**src/rtl/intc_sysif_pkg.sv**
```systemverilog
package intc_sysif_pkg;
    localparam int REG_W   = 32;
    localparam int STRB_W  = REG_W / 8;
    localparam int FIELD_W = 4;

    // Bit order matches register positions 3..0
    typedef struct packed {
        logic en;
        logic dib;
        logic dfb;
        logic sre;
    } fields_t;

    typedef struct packed {
        logic no_bypass;
        logic sysreg_only;
        logic lock_enable;
        logic top_present;
        logic sec_disable;
    } straps_t;

    function automatic logic write_fires(logic en, logic [STRB_W-1:0] strb);
        return en & strb[0];
    endfunction

    function automatic logic bypass_local(straps_t s);
        return !s.no_bypass && !s.top_present;
    endfunction

    function automatic logic enable_locked(straps_t s);
        return s.sysreg_only && s.lock_enable;
    endfunction
endpackage

```
**src/rtl/intc_sysif_store.sv**
```systemverilog
module intc_sysif_store
    import intc_sysif_pkg::*;
(
    input  logic    clk,
    input  logic    rst,
    input  straps_t straps,
    input  logic    wr_fire,
    input  fields_t wr_f,
    input  logic    cur_sre,
    output fields_t q,
    output logic    err
);
    always_ff @(posedge clk) begin
        if (rst) begin
            q   <= '0;
            err <= 1'b0;
        end else if (wr_fire) begin
            if (!straps.sysreg_only) begin
                q.sre <= wr_f.sre;
                if (cur_sre && !wr_f.sre) err <= 1'b1;
            end
            if (!enable_locked(straps)) q.en <= wr_f.en;
            if (bypass_local(straps)) begin
                q.dib <= wr_f.dib;
                q.dfb <= wr_f.dfb;
            end
        end
    end

    p_sticky_r10: assert property (@(posedge clk) disable iff (rst)
        err |=> err);
    p_mirror_hold_r5: assert property (@(posedge clk) disable iff (rst)
        (wr_fire && !bypass_local(straps)) |=> $stable({q.dib, q.dfb}));
endmodule

```
**src/rtl/intc_sysif_view.sv**
```systemverilog
module intc_sysif_view
    import intc_sysif_pkg::*;
(
    input  straps_t straps,
    input  fields_t q,
    input  logic    up_dib,
    input  logic    up_dfb,
    input  logic    wr_fire,
    input  fields_t wr_f,
    output fields_t rd,
    output logic    eff_en,
    output logic    fwd_en,
    output logic    fwd_dib,
    output logic    fwd_dfb
);
    always_comb begin
        rd.sre = straps.sysreg_only ? 1'b1 : q.sre;
        rd.en  = enable_locked(straps) ? 1'b1 : q.en;
        if (straps.no_bypass) begin
            rd.dib = 1'b1;
            rd.dfb = 1'b1;
        end else if (straps.top_present) begin
            rd.dib = up_dib;
            rd.dfb = up_dfb;
        end else begin
            rd.dib = q.dib;
            rd.dfb = q.dfb;
        end
        eff_en  = rd.en | ~rd.sre;
        fwd_en  = wr_fire && straps.top_present && straps.sec_disable
                  && !straps.no_bypass;
        fwd_dib = wr_f.dib;
        fwd_dfb = wr_f.dfb;
    end
endmodule

```
**src/rtl/intc_sysif_enable.sv**
```systemverilog
module intc_sysif_enable
    import intc_sysif_pkg::*;
(
    input  logic              clk,
    input  logic              rst,
    input  logic              wr_en,
    input  logic [STRB_W-1:0] wr_strb,
    input  logic [REG_W-1:0]  wr_data,
    output logic [REG_W-1:0]  rd_data,
    input  logic              cfg_no_bypass,
    input  logic              cfg_sysreg_only,
    input  logic              cfg_lock_enable,
    input  logic              cfg_top_present,
    input  logic              cfg_sec_disable,
    input  logic              up_dib,
    input  logic              up_dfb,
    output logic              up_wr_en,
    output logic              up_wr_dib,
    output logic              up_wr_dfb,
    output logic              eff_enable,
    output logic              trap_lower,
    output logic              irq_bypass_off,
    output logic              fiq_bypass_off,
    output logic              sysreg_undef,
    output logic              sre_clear_err
);
    straps_t straps;
    fields_t wr_f, q, rd;
    logic    wr_fire;
    logic    unused_hi;

    assign straps    = '{no_bypass: cfg_no_bypass, sysreg_only: cfg_sysreg_only,
                         lock_enable: cfg_lock_enable, top_present: cfg_top_present,
                         sec_disable: cfg_sec_disable};
    assign wr_f      = fields_t'(wr_data[FIELD_W-1:0]);
    assign wr_fire   = write_fires(wr_en, wr_strb);
    assign unused_hi = ^{wr_data[REG_W-1:FIELD_W], wr_strb[STRB_W-1:1]};

    intc_sysif_store u_store (
        .clk(clk), .rst(rst), .straps(straps), .wr_fire(wr_fire),
        .wr_f(wr_f), .cur_sre(rd.sre), .q(q), .err(sre_clear_err)
    );

    intc_sysif_view u_view (
        .straps(straps), .q(q), .up_dib(up_dib), .up_dfb(up_dfb),
        .wr_fire(wr_fire), .wr_f(wr_f), .rd(rd), .eff_en(eff_enable),
        .fwd_en(up_wr_en), .fwd_dib(up_wr_dib), .fwd_dfb(up_wr_dfb)
    );

    assign rd_data        = {{(REG_W-FIELD_W){1'b0}}, rd};
    assign trap_lower     = ~eff_enable;
    assign irq_bypass_off = rd.dib;
    assign fiq_bypass_off = rd.dfb;
    assign sysreg_undef   = ~rd.sre;

    p_rsv_zero_r1: assert property (@(posedge clk) disable iff (rst)
        rd_data[REG_W-1:FIELD_W] == '0);
    p_no_trap_r3: assert property (@(posedge clk) disable iff (rst)
        !rd_data[0] |-> (eff_enable && !trap_lower));
    p_nobyp_r7: assert property (@(posedge clk) disable iff (rst)
        cfg_no_bypass |-> (rd_data[2:1] == 2'b11 && !up_wr_en));
    p_ro_alias_r5: assert property (@(posedge clk) disable iff (rst)
        (cfg_top_present && !cfg_sec_disable) |-> !up_wr_en);
    p_sre_pinned_r8: assert property (@(posedge clk) disable iff (rst)
        cfg_sysreg_only |-> (rd_data[0] && !sysreg_undef));
    p_undef_r9: assert property (@(posedge clk) disable iff (rst)
        sysreg_undef != rd_data[0]);
endmodule

```
**config.mk**
```make
export PLATFORM = sky130hd
export DESIGN_NAME = intc_sysif_enable
export DESIGN_NICKNAME = d
export VERILOG_FILES = /design/src/rtl/intc_sysif_pkg.sv /design/src/rtl/intc_sysif_store.sv /design/src/rtl/intc_sysif_view.sv /design/src/rtl/intc_sysif_enable.sv
export SDC_FILE = /design/constraint.sdc
export NUM_CORES = 1
export LEC_CHECK = 0
export BUFFER_PORTS_ARGS = -buffer_cell sky130_fd_sc_hd__buf_2
export CAP_MARGIN = 5
export CELL_PAD_IN_SITES_DETAIL_PLACEMENT = 1
export CELL_PAD_IN_SITES_GLOBAL_PLACEMENT = 1
export CORE_MARGIN = 2
export CORE_UTILIZATION = 15
export CTS_CLUSTER_SIZE = 30
export DETAILED_ROUTE_END_ITERATION = 10
export GPL_TIMING_DRIVEN = 0
export PLACE_DENSITY = 0.88
export SLEW_MARGIN = 15
export SYNTH_ARGS = -nofsm -noshare
export SYNTH_HDL_FRONTEND = slang
export SYNTH_SLANG_ARGS = --single-unit
```
**constraint.sdc**
```tcl
create_clock -name clk -period 1.2 [get_ports clk]
set_input_delay 0.06 -clock clk [delete_from_list [all_inputs] [get_ports clk]]
set_output_delay 0.06 -clock clk [all_outputs]
set_load 0.01 [all_outputs]
```
# Word-level counts from Yosys, hierarchy flattened
# Cells that the tools add are included.
# word_totals
wordCells,28
output_inout_bits,41
ff_bits,5
# op_classes
mux,4
n_bitwise,6
reduce_logical,13
# ops
cell,count
1-bit logical AND,6
2-bit AND reduction,3
2-bit two-way mux,2
1-bit inverter,4
1-bit zero test,3
3-bit AND reduction,1
1-bit two-way mux,2
1-bit AND,1
1-bit bitwise OR,1

# Logic depth before layout (Yosys ltp)
# depth
word_depth,4
ltp_mapped,3

# Hierarchy
# Synthesis repeated with hierarchy kept, for this count alone.
# unflattened
hier_cells,63
hier_area_um2,523.0
# by_module_without_submodules
mod,cells_per_inst,area_per_inst_um2,seq_area_each_um2,instances
intc_sysif_enable,34,242.7,0.0,1
intc_sysif_store,19,202.7,100.1,1
intc_sysif_view,10,77.6,0.0,1

# Worst setup path after synthesis
# No wires, ideal clock.
# synth_timing
kind,reg2reg
start,"reg, netlist name u_store.q[0]"
end,reg u_store.err
t_arrival_ns,0.857
n_path_buf,0
setup_slack_ns,0.274
period_less_slack_ns,0.926
path_stages_with_launch,3
t_required_ns,1.130
cell_sequence,dfxtp_1 > or4b_1 > a21oi_1
# synth_via
elab_chain_cells,3
# synth_rtl
item,line_no,source
1-bit two-way mux,intc_sysif_view.sv:17,rd.sre = straps.sysreg_only ? 1'b1 : q.sre;
1-bit logical AND,intc_sysif_store.sv:20,if (cur_sre && !wr_f.sre) err <= 1'b1;
3-bit AND reduction (no line),-,
end signal: assignment,intc_sysif_store.sv:16,err <= 1'b0;
end signal: assignment,intc_sysif_store.sv:20,
end: declaration,intc_sysif_store.sv:11,output logic err
# Every way passes these cells.
# A chain may end at the register's enable or synchronous reset.

# Worst setup path in the final report
# layout_timing
start,"reg, netlist name u_store.q[2]"
end,out irq_bypass_off
# layout_via
elab_chain_cells,2
# layout_rtl
item,line_no,source
2-bit two-way mux,intc_sysif_view.sv:22,end else if (straps.top_present) begin
2-bit two-way mux,intc_sysif_view.sv:19,if (straps.no_bypass) begin
end: declaration,intc_sysif_enable.sv:22,"output logic irq_bypass_off,"
# Every way passes these cells.

==> results_dict.tcl <==
set metrics [dict create \
    fin_nets 169 \
    synth_xor_area_frac 0 \
    grt_max_degree 7 \
    dp_hpwl_um 1160 \
    netlist.area_leader.share 0.473 \
    clock_latency_ps 250 \
    finalSetupViolCount 0 \
    cell_internal_pwr_mw 0.417 \
    grt.overflow.total 0 \
    hp-start "rst" \
    start_util 0.157 \
    r2r_cells 2 \
    synth_edf_count 0 \
    clkSlewWorstSetupHoldPaths_ps 50 \
    worst_slack_ps 59.0 \
    drive_gt1_frac 0.541 \
    period_share 0.951 \
    cts_made_buffers 3 \
    hold_buffers 0 \
    portBuffers 27 \
    rsz0062_at_grt "no" \
    power_mw 0.604 \
    final-max-slew-violation-count 0 \
    synth-compound-area-share 0.0859 \
    area_growth_pct 61.6 \
    crit_required_ps 1140 \
    clockBufferDepth 2 \
    cp-start-kind "register" \
    die_w_um 63.1 \
    vias 515 \
    worstPathArrival_ps 1080 \
    seq_area_frac_synth 0.191 \
    grt_pass1_wl_um 2040 \
    power.leakage_nw 0.495 \
    syn_area_um2 524 \
    switching_power_mw 0.187 \
    r2r_start "u_store.q[0]$_SDFFE_PP0P_" \
    hold_path_class "primary input to register" \
    async_reset_ff_frac 0 \
    die_y_um 63.1 \
    timing.hold.worst_path_depth 2 \
    gp_congestion 0.667 \
    dpl_worst_slack_ps 162 \
    ioPinCount 87 \
    synthAdderAreaFrac 0 \
    fp-row-count 21 \
    rrSetupSlack_ps 140 \
    die_area_um2 3980 \
    finalHoldViolations 0 \
    grt_antenna_before_repair 0 \
    crit_type "register to output pin" \
    switching_share 0.309 \
    setup_tns_ps 0 \
    min_period_ps 1140 \
    drc_errors 0 \
    first_iter_violations 5 \
    status "finished, final reports clean" \
    routed_wl_um 1310 \
    dr.pass1.iters 3 \
    antennaDiodeCount 0 \
    ys.flop_type "dfxtp_1" \
    crit_fanout 2 \
    cts_tree "yes" \
    drv_cap 0 \
    coreArea_um2 3340 \
    yosysMostFrequentCell "buf_4" \
    ys_types 18 \
    syn_inst 66 \
    fmax_ghz 0.876 \
    yosysTopAreaCell "buf_4" \
    clockRootBuffer "clkbuf_4" \
    cts.sinks 5 \
    pwr-share-comb 0.380 \
    synth_area_leaders "buf_4, dfxtp_1, mux2i_1, a211o_1, a21oi_1" \
    grt_usage 0.0656 \
    peakVddDrop_mv 0.249 \
    synth_warnings 0 \
    fin_skew_ps 1.04 \
    finish.utilization 0.254 \
    synth_top_family_by_area "buffers and inverters" \
    wl_per_cell_um 7.78 \
    syn_area_per_cell_um2 7.94 \
    power_density_nw_per_um2 713 \
    fin_cells 168 \
    whs_endpoint "u_store.q[2]$_SDFFE_PP0P_" \
    endpoint_kind "output pin" \
    pwr-share-clk 0.333 \
    htree_levels 1 \
    grt_pass1_vias 464 \
    ys_ff_latch 5 \
    ys_top_cells_by_count "buf_4, dfxtp_1, nor2_1" \
    synth_mux_area_frac 0.0573 \
    postRouteAntennaNets 0 \
    place_inst 166 \
    post_cts_buffers 0 \
    synth-simple-area-share 0.165 \
    rr_endpoint "u_store.err$_SDFFE_PP0P_" \
    pwr-share-seq 0.287 \
    vias_per_cell 3.07 \
]
==> through the flow <==
stage / area [um2] / hold WS [ps]
final: 847 / 46.0
after global routing: 847 / 53.6
after CTS: 845 / 32.8
after detailed placement: 818 / 305
after global placement: 818 / 292
after floorplan: 626 / 129
==> power groups by stage <==
stage               registers [mW]  logic, mW  clock network, mW
finish                       0.173      0.230              0.201
global route                 0.174      0.250              0.234
CTS                          0.173      0.225              0.215
detailed placement           0.176      0.225                  0
global placement             0.176      0.222                  0
floorplan                    0.176      0.163                  0
==> kinds of logic after synthesis <==
| logic type | Yosys count |
|---|---|
| AND/OR/NAND/NOR | 14 |
| buffers and inverters | 36 |
| other | 1 |
| flip-flops | 5 |
| AO/OA/AOI/OAI | 7 |
| multiplexers | 3 |
==> layer usage <==
| layer | vias to the layer above | global-route usage | wire length (um) |
|---|---|---|---|
| li1 | 264 | - | - |
| met1 | 209 | 0.0683 | 522 |
| met2 | 40 | 0.106 | 570 |
| met3 | 2 | 0.0411 | 203 |
| met4 | 0 | 0.0250 | 10 |
| met5 | - | 0 | 0 |
==> placed cells by master (no fill, tap or decap), drive strengths merged <==
master  instances
nor2            4
a211o           2
dfxtp           5
nor2b           2
buf            58
clkbuf          4
or4b            1
inv             3
a21oi           3
nand2b          2
a21o            1
nand4b          1
nand2           2
and4bb          1
conb           28
nor3            1
o21ai           1
mux2i           3
==> registers in the layout, summed over array words and instances (netlist names) <==
register     cells
u_store.q        4
u_store.err      1
==> what timing repair did <==
| item | in CTS | in global routing |
|---|---|---|
| endpoints found under the setup margin | 2 | 1 |
| pin swaps | 2 | 0 |
| resized for setup | 4 | 1 |
==> cell type report <==
cell class              count  area (um2)
plain buffers              31         233
clock buffers               4        26.3
fillers                   449        2490
inverters                   3        11.3
multi-input cells          52         269
flip-flops and latches      5         103
well taps                  46        57.6
repair buffers             27         148
==> critical path, stage by stage (launching register included) <==
cell,delay (ps)
dfxtp_2,310
nor2b_1,120
a211o_1,250
buf_2,150
==> worst max-delay path by stage <==
stage                                         start                        to  slack [ps]  cells past startpoint
after floorplan           u_store.q[0]$_SDFFE_PP0P_  u_store.err$_SDFFE_PP0P_         270                      2
after global placement    u_store.q[0]$_SDFFE_PP0P_  u_store.err$_SDFFE_PP0P_         200                      2
after detailed placement  u_store.q[0]$_SDFFE_PP0P_  u_store.err$_SDFFE_PP0P_         160                      2
after CTS                 u_store.q[2]$_SDFFE_PP0P_            irq_bypass_off          40                      3
after global routing      u_store.q[3]$_SDFFE_PP0P_                eff_enable           9                      4
final                     u_store.q[2]$_SDFFE_PP0P_            irq_bypass_off          60                      3
No activity file was read; power rests on OpenSTA's default activity.
